`config.mk`:
```
export PLATFORM = sky130hd
export DESIGN_NAME = gpio_ctrl
export DESIGN_NICKNAME = d
export VERILOG_FILES = /design/src/rtl/gpio_ctrl_pkg.sv /design/src/rtl/gpio_regfile.sv /design/src/rtl/gpio_sync.sv /design/src/rtl/gpio_pin_mux.sv /design/src/rtl/gpio_ctrl.sv
export SDC_FILE = /design/constraint.sdc
export NUM_CORES = 1
export LEC_CHECK = 0
export BUFFER_PORTS_ARGS = -buffer_cell sky130_fd_sc_hd__buf_2
export CAP_MARGIN = 20
export CORE_MARGIN = 1
export CORE_UTILIZATION = 45
export DETAILED_ROUTE_END_ITERATION = 16
export PLACE_DENSITY = 0.65
export SETUP_SLACK_MARGIN = 0.15
export SYNTH_ARGS = -nofsm -noshare
export SYNTH_HDL_FRONTEND = slang
export SYNTH_HIERARCHICAL = 1
export SYNTH_SLANG_ARGS = --single-unit
```
`constraint.sdc`:
```
create_clock -name clk -period 2.3 [get_ports clk]
set_input_delay 0.23 -clock clk [delete_from_list [all_inputs] [get_ports clk]]
set_output_delay 0.23 -clock clk [all_outputs]
set_load 0.01 [all_outputs]
```
`src/rtl/gpio_ctrl_pkg.sv`:
```
package gpio_ctrl_pkg;
    localparam int NPIN   = 32;
    localparam int DW     = 32;
    localparam int ADDR_W = 8;
    localparam int IDX_W  = ADDR_W - 2;
    localparam int SEL_W  = 2;
    localparam int NALT   = (1 << SEL_W) - 1;
    localparam int NRX    = 3;
    localparam int NISEL  = 6;
    localparam int HALF   = NPIN / 2;

    // word index; order fixed by the bus map
    typedef enum logic [IDX_W-1:0] {
        IDX_OUT     = 6'd0,
        IDX_DRV     = 6'd1,
        IDX_OSEL_LO = 6'd2,
        IDX_OSEL_HI = 6'd3,
        IDX_DSEL_LO = 6'd4,
        IDX_DSEL_HI = 6'd5,
        IDX_OD      = 6'd6,
        IDX_IN      = 6'd7,
        IDX_RX0     = 6'd8,
        IDX_RX1     = 6'd9,
        IDX_RX2     = 6'd10,
        IDX_RSV     = 6'd11,
        IDX_IS0     = 6'd12,
        IDX_IS1     = 6'd13,
        IDX_IS2     = 6'd14,
        IDX_IS3     = 6'd15,
        IDX_IS4     = 6'd16,
        IDX_IS5     = 6'd17
    } reg_idx_e;

    localparam logic [IDX_W-1:0] LAST_IDX = 6'd17;

    typedef struct packed {
        logic [DW-1:0]            out_val;
        logic [DW-1:0]            drv_en;
        logic [DW-1:0]            osel_lo;
        logic [DW-1:0]            osel_hi;
        logic [DW-1:0]            dsel_lo;
        logic [DW-1:0]            dsel_hi;
        logic [DW-1:0]            od_en;
        logic [NRX-1:0][DW-1:0]   rx_sel;
        logic [NISEL-1:0][DW-1:0] in_sel;
    } regs_t;
endpackage

```
`src/rtl/gpio_regfile.sv`:
```
module gpio_regfile
    import gpio_ctrl_pkg::*;
(
    input  logic              clk,
    input  logic              rst_n,
    input  logic [ADDR_W-1:0] addr,
    input  logic              we,
    input  logic [DW-1:0]     wdata,
    input  logic [DW-1:0]     in_level,
    output logic [DW-1:0]     rdata,
    output regs_t             regs
);
    typedef struct packed {
        regs_t         regs;
        logic [DW-1:0] rdata;
    } state_t;

    state_t   st_d, st_q;
    reg_idx_e idx;
    logic     aligned;
    logic     mapped;

    assign idx     = reg_idx_e'(addr[ADDR_W-1:2]);
    assign aligned = (addr[1:0] == 2'b00);
    assign mapped  = aligned && (addr[ADDR_W-1:2] <= LAST_IDX);

    always_comb begin
        st_d = st_q;
        if (we && mapped) begin
            case (idx)
                IDX_OUT:     st_d.regs.out_val   = wdata;
                IDX_DRV:     st_d.regs.drv_en    = wdata;
                IDX_OSEL_LO: st_d.regs.osel_lo   = wdata;
                IDX_OSEL_HI: st_d.regs.osel_hi   = wdata;
                IDX_DSEL_LO: st_d.regs.dsel_lo   = wdata;
                IDX_DSEL_HI: st_d.regs.dsel_hi   = wdata;
                IDX_OD:      st_d.regs.od_en     = wdata;
                IDX_RX0:     st_d.regs.rx_sel[0] = wdata;
                IDX_RX1:     st_d.regs.rx_sel[1] = wdata;
                IDX_RX2:     st_d.regs.rx_sel[2] = wdata;
                IDX_IS0:     st_d.regs.in_sel[0] = wdata;
                IDX_IS1:     st_d.regs.in_sel[1] = wdata;
                IDX_IS2:     st_d.regs.in_sel[2] = wdata;
                IDX_IS3:     st_d.regs.in_sel[3] = wdata;
                IDX_IS4:     st_d.regs.in_sel[4] = wdata;
                IDX_IS5:     st_d.regs.in_sel[5] = wdata;
                default:     ;
            endcase
        end

        st_d.rdata = '0;
        if (mapped) begin
            case (idx)
                IDX_OUT:     st_d.rdata = st_q.regs.out_val;
                IDX_DRV:     st_d.rdata = st_q.regs.drv_en;
                IDX_OSEL_LO: st_d.rdata = st_q.regs.osel_lo;
                IDX_OSEL_HI: st_d.rdata = st_q.regs.osel_hi;
                IDX_DSEL_LO: st_d.rdata = st_q.regs.dsel_lo;
                IDX_DSEL_HI: st_d.rdata = st_q.regs.dsel_hi;
                IDX_OD:      st_d.rdata = st_q.regs.od_en;
                IDX_IN:      st_d.rdata = in_level;
                IDX_RX0:     st_d.rdata = st_q.regs.rx_sel[0];
                IDX_RX1:     st_d.rdata = st_q.regs.rx_sel[1];
                IDX_RX2:     st_d.rdata = st_q.regs.rx_sel[2];
                IDX_IS0:     st_d.rdata = st_q.regs.in_sel[0];
                IDX_IS1:     st_d.rdata = st_q.regs.in_sel[1];
                IDX_IS2:     st_d.rdata = st_q.regs.in_sel[2];
                IDX_IS3:     st_d.rdata = st_q.regs.in_sel[3];
                IDX_IS4:     st_d.rdata = st_q.regs.in_sel[4];
                IDX_IS5:     st_d.rdata = st_q.regs.in_sel[5];
                default:     st_d.rdata = '0;
            endcase
        end
    end

    always_ff @(posedge clk) begin
        if (!rst_n) begin
            st_q <= '0;
        end else begin
            st_q <= st_d;
        end
    end

    assign rdata = st_q.rdata;
    assign regs  = st_q.regs;

    AST_UNMAPPED_ZERO: assert property (@(posedge clk) disable iff (!rst_n)
        (!mapped || idx == IDX_RSV) |=> (rdata == '0));

    AST_HOLD_NO_WRITE: assert property (@(posedge clk) disable iff (!rst_n)
        (!we || !mapped) |=> $stable(regs));

    AST_INPUT_READ: assert property (@(posedge clk) disable iff (!rst_n)
        (mapped && idx == IDX_IN) |=> (rdata == $past(in_level)));
endmodule

```
`src/rtl/gpio_sync.sv`:
```
module gpio_sync #(
    parameter int WIDTH = 32
) (
    input  logic             clk,
    input  logic             rst_n,
    input  logic [WIDTH-1:0] raw,
    output logic [WIDTH-1:0] synced
);
    typedef struct packed {
        logic [WIDTH-1:0] s1;
        logic [WIDTH-1:0] s2;
    } sync_t;

    sync_t sy_d, sy_q;

    always_comb begin
        sy_d    = sy_q;
        sy_d.s1 = raw;
        sy_d.s2 = sy_q.s1;
    end

    always_ff @(posedge clk) begin
        if (!rst_n) begin
            sy_q <= '0;
        end else begin
            sy_q <= sy_d;
        end
    end

    assign synced = sy_q.s2;
endmodule

```
`src/rtl/gpio_pin_mux.sv`:
```
module gpio_pin_mux
    import gpio_ctrl_pkg::*;
(
    input  regs_t                     regs,
    input  logic [NALT-1:0][NPIN-1:0] alt_out,
    input  logic [NALT-1:0][NPIN-1:0] alt_oe,
    output logic [NPIN-1:0]           pin_o,
    output logic [NPIN-1:0]           pin_oe
);
    for (genvar n = 0; n < NPIN; n++) begin : g_pin
        localparam int B = NPIN - 1 - n;
        localparam int F = DW - 1 - SEL_W * (n % HALF);

        logic [SEL_W-1:0] osel;
        logic [SEL_W-1:0] dsel;
        logic             val;
        logic             en;

        if (n < HALF) begin : g_lo
            assign osel = regs.osel_lo[F -: SEL_W];
            assign dsel = regs.dsel_lo[F -: SEL_W];
        end else begin : g_hi
            assign osel = regs.osel_hi[F -: SEL_W];
            assign dsel = regs.dsel_hi[F -: SEL_W];
        end

        always_comb begin
            case (osel)
                2'd1:    val = alt_out[0][B];
                2'd2:    val = alt_out[1][B];
                2'd3:    val = alt_out[2][B];
                default: val = regs.out_val[B];
            endcase
            case (dsel)
                2'd1:    en = alt_oe[0][B];
                2'd2:    en = alt_oe[1][B];
                2'd3:    en = alt_oe[2][B];
                default: en = regs.drv_en[B];
            endcase
        end

        assign pin_o[B]  = regs.od_en[B] ? 1'b0 : val;
        assign pin_oe[B] = regs.od_en[B] ? (en & ~val) : en;
    end
endmodule

```
`src/rtl/gpio_ctrl.sv`:
```
module gpio_ctrl
    import gpio_ctrl_pkg::*;
(
    input  logic              clk,
    input  logic              rst_n,
    input  logic [ADDR_W-1:0] bus_addr,
    input  logic              bus_we,
    input  logic [DW-1:0]     bus_wdata,
    output logic [DW-1:0]     bus_rdata,
    input  logic [NPIN-1:0]   alt_out1,
    input  logic [NPIN-1:0]   alt_out2,
    input  logic [NPIN-1:0]   alt_out3,
    input  logic [NPIN-1:0]   alt_oe1,
    input  logic [NPIN-1:0]   alt_oe2,
    input  logic [NPIN-1:0]   alt_oe3,
    input  logic [NPIN-1:0]   pin_i,
    output logic [NPIN-1:0]   pin_o,
    output logic [NPIN-1:0]   pin_oe
);
    regs_t                     regs;
    logic [NPIN-1:0]           in_level;
    logic [NALT-1:0][NPIN-1:0] alt_out_v;
    logic [NALT-1:0][NPIN-1:0] alt_oe_v;

    assign alt_out_v = {alt_out3, alt_out2, alt_out1};
    assign alt_oe_v  = {alt_oe3, alt_oe2, alt_oe1};

    gpio_sync #(.WIDTH(NPIN)) u_sync (
        .clk    (clk),
        .rst_n  (rst_n),
        .raw    (pin_i),
        .synced (in_level)
    );

    gpio_regfile u_regs (
        .clk      (clk),
        .rst_n    (rst_n),
        .addr     (bus_addr),
        .we       (bus_we),
        .wdata    (bus_wdata),
        .in_level (in_level),
        .rdata    (bus_rdata),
        .regs     (regs)
    );

    gpio_pin_mux u_mux (
        .regs    (regs),
        .alt_out (alt_out_v),
        .alt_oe  (alt_oe_v),
        .pin_o   (pin_o),
        .pin_oe  (pin_oe)
    );

    // cycles since reset, saturating; used only by the synchroniser check
    logic [1:0] settle_q;
    always_ff @(posedge clk) begin
        if (!rst_n) begin
            settle_q <= 2'd0;
        end else if (settle_q != 2'd2) begin
            settle_q <= settle_q + 2'd1;
        end
    end

    AST_RESET_FLOAT: assert property (@(posedge clk) disable iff (!rst_n)
        $rose(rst_n) |-> (pin_oe == '0));

    AST_OD_NO_HIGH: assert property (@(posedge clk) disable iff (!rst_n)
        1'b1 |-> ((regs.od_en & pin_o) == '0));

    AST_SYNC_TWO_FLOP: assert property (@(posedge clk) disable iff (!rst_n)
        (settle_q == 2'd2) |-> (in_level == $past(pin_i, 2)));
endmodule

```
==> results.yml <==
timing:
  slew_headroom_pct: 32.4
  slew_violations: 0
  post-route-period-util_pct: 92.9
  hold_viol_final: 0
  rsz0062_at_grt: "false"
  fmax_mhz: 468
  fin_crit_ns: 2.14
  setup_viol: 0
  skew_ns: 0.0256
  worst_slew_pin_slew_ns: 1.01
synthesis:
  synth_compound_area_share_pct: 21.3
  synth_nets: 3420
  synthAdderAreaFrac_pct: 0
  synth_cell_types: 63
  synth_area_leaders: "dfxtp_1, nand2_1, a21boi_1, mux4_2, a21boi_0"
  yosys_warnings: 6
  ys_seq_area_share_pct: 43.5
  synth_area_per_cell_um2: 8.88
  synthMuxAreaShare_pct: 10.9
  ys_ff_latch: 608
  synth_top_area_share_pct: 43.5
  async_reset_ff_share_pct: 0
  yosys.area_share.simple_pct: 19.4
  syn_inst: 3153
  synth_area_leader_cell: "dfxtp_1"
  ys.flop_type: "dfxtp_1"
  synth-xor-area-share_pct: 0
  synth_top_family_by_area: "compound AO/OA/AOI/OAI gates"
  synth_edf_count: 0
  netlist_area_um2: 28000
cts:
  numCtsBuffers: 66
  insertion_delay_ns: 0.62
  htree_levels: 3
  clock-sinks: 608
  cts_tree: "yes"
  clock_path_buffers: 3
  cts.clk_slew.worst_paths_ns: 0.06
  cts_root_buf: "clkbuf_16"
detailed_routing:
  drtPass1Iterations: 8
  drt_iter0_markers: 3563
  vias_per_cell: 5.96
  vias: 26275
  drc_errors: 0
  drt_wl_total_mm: 118
  antenna_left: 0
  routedWlPerCell_um: 26.8
pwr:
  p_switching_mw: 5.24
  p_total_mw: 23.3
  p_seq_share_pct: 45.5
  power.leakage_nw: 12.5
  clkPwrFrac_pct: 48.7
  ir_drop_mv: 0.532
  cell_internal_pwr_mw: 18.0
  combPwrFrac_pct: 5.8
  swShare_pct: 22.5
  power_density_nw_per_um2: 680
critical_path:
  crit_path_top_delay_cell: "mux4_2"
  cp.arrival_ns: 1.91
  path_class: "reg2out"
  cp-end-kind: "primary output"
  worst-path-buf-inv: 1
  crit_fanout: 2
  worstPathCellList: "mux4_2 -> a21boi_1 -> buf_2"
  crit_start: "u_regs/regs[405]"
  cp_top_family: "multiplexers"
  r2r-start: "u_regs/regs[313]"
  worstSetupStartpointType: "flop"
  cp_data_required_time_ns: 2.07
  cpPeakStageDelay_ns: 0.57
finish:
  nets: 3787
  area_delta_synth_final_pct: 22.3
  fin_area_um2: 34200
  antenna_cells: 0
  fillers: 5510
  fin_util_pct: 55.6
  drive_above_1_share_pct: 27.2
global_route:
  antenna_found_initial: 1
  grt_pass1_vias: 24395
  overflow: 0
  grt_pass1_wl_mm: 169
  grt_max_degree: 205
  grt_usage_pct: 36.7
min_path:
  hp-start: "bus_wdata[11]"
  hold_class: "in2reg"
floorplan:
  coreArea_um2: 61600
  dieWidth_um: 251
  die_area_um2: 63200
  rows: 91
  ios: 363
  die_h_um: 251
  start_util_pct: 45.4
place:
  hpwl_mm: 83.1
  dpl_cell_area_um2: 31500
  port-buffer-count: 362
  routabilityCongestion: 0.998
flow_run:
  drv_cap: 0
outcome:
  outcome: "finished clean"
## tightest hold or removal path, stage by stage
cell	delay [ns]
buf_2	0.23
nand2_1	0.10
a21boi_1	0.05
## layout by cell type, fill, tap and decap left out, drive strengths merged, types with 3 or more instances in the layout
cell type | synthesis | final
nand2 | 1068 | 1068
dfxtp | 608 | 608
buf | 132 | 562
a21boi | 544 | 544
clkbuf | 163 | 98
mux4 | 86 | 86
and2 | 66 | 66
mux2i | 63 | 63
nor2 | 51 | 51
a22oi | 50 | 50
mux2 | 43 | 43
nor2b | 36 | 36
a221oi | 35 | 35
dlygate4sd3 | 0 | 32
a31oi | 29 | 29
a21oi | 28 | 28
nor3 | 27 | 27
a22o | 24 | 24
o21ai | 19 | 19
o22ai | 11 | 11
a222oi | 10 | 10
bufinv | 0 | 8
clkinv | 0 | 7
o2bb2ai | 7 | 7
a211oi | 5 | 5
a2111oi | 5 | 5
nand3 | 5 | 5
nand2b | 3 | 3
nor4b | 3 | 3
a41oi | 3 | 3
## worst paths after layout
check	endpoint	slack, ns	cells after the start
worst max-delay path	pin_oe[10]	0.16	3
worst min-delay path	u_regs/regs[331]	0.04	3
worst max register to register	u_regs/rdata[25]	0.17	6
worst min register to register	u_sync/synced[0]	0.44	1
## per-layer routing
| layer | GRT usage [%] | vias to the layer above | wire (um) |
|---|---|---|---|
| li1 | - | 11523 | - |
| met1 | 47.4 | 12649 | 45200 |
| met2 | 56.9 | 1709 | 52000 |
| met3 | 6.61 | 392 | 12200 |
| met4 | 22.9 | 2 | 8540 |
| met5 | 0 | - | 9 |
## synthesized netlist by cell type (7+ instances only)
cell type	count
nand2_1	1068
dfxtp_1	608
a21boi_1	367
clkbuf_1	157
a21boi_0	147
buf_2	95
mux4_2	86
and2_2	64
mux2i_1	63
a22oi_1	50
mux2_2	43
nor2_1	43
nor2b_1	36
a221oi_1	35
a21boi_2	30
a31oi_1	29
a21oi_1	28
buf_4	26
a22o_1	24
o21ai_0	18
nor3_1	12
o22ai_1	11
a222oi_1	10
nor3_4	10
nor2_2	7
o2bb2ai_1	7
## power groups by stage
stage          logic [mW]  clock network [mW]  registers, mW
2_1_floorplan       0.656                   0           10.8
3_3_place_gp         1.27                   0           10.8
3_5_place_dp         1.27                   0           10.8
4_1_cts              1.32                11.4           10.6
5_1_grt              1.38                11.8           10.6
6_report             1.35                11.3           10.6
## cell type report
| class | count | area, um^2 | share of cell area, % |
|---|---|---|---|
| clock inverters | 18 | 299 | 0.874 |
| clock buffers | 98 | 1990 | 5.81 |
| repair buffers | 594 | 4120 | 12.0 |
| multi-input cells | 2250 | 14500 | 42.4 |
| flip-flops and latches | 608 | 12300 | 35.8 |
| well taps | 837 | 1050 | 3.06 |
## sequential cells by signal, indices dropped and copies added, names as in the netlist
name	flops
u_sync/sy_d	32
u_regs/regs	512
u_sync/synced	32
u_regs/rdata	32
## logic make-up after synthesis
kind of cell | count (synthesis)
flops | 608
buf+inv | 295
compound gates | 783
mux | 192
simple gates | 1275
## metrics by stage
stage | TNS, ns | worst slack, ns | hold slack, ns | instances
after detailed placement | -5.01 | -0.149 | 0.431 | 4256
after global placement | -1.31 | -0.0705 | 0.431 | 4256
after global routing | 0 | 0.153 | 0.0557 | 4405
final | 0 | 0.162 | 0.0446 | 4405
after CTS | 0 | 0.142 | 0.0323 | 4405
after floorplan | 0 | 0.390 | 0.366 | 3153
## timing repair
action	in CTS	in global routing
gates resized for setup	33	24
hold endpoints to repair	32	0
hold buffers	32	0
endpoints found under the setup margin	38	29
buffers inserted	1	0
pin swaps	0	2
Note: power is estimated with default switching activity, not from simulation.
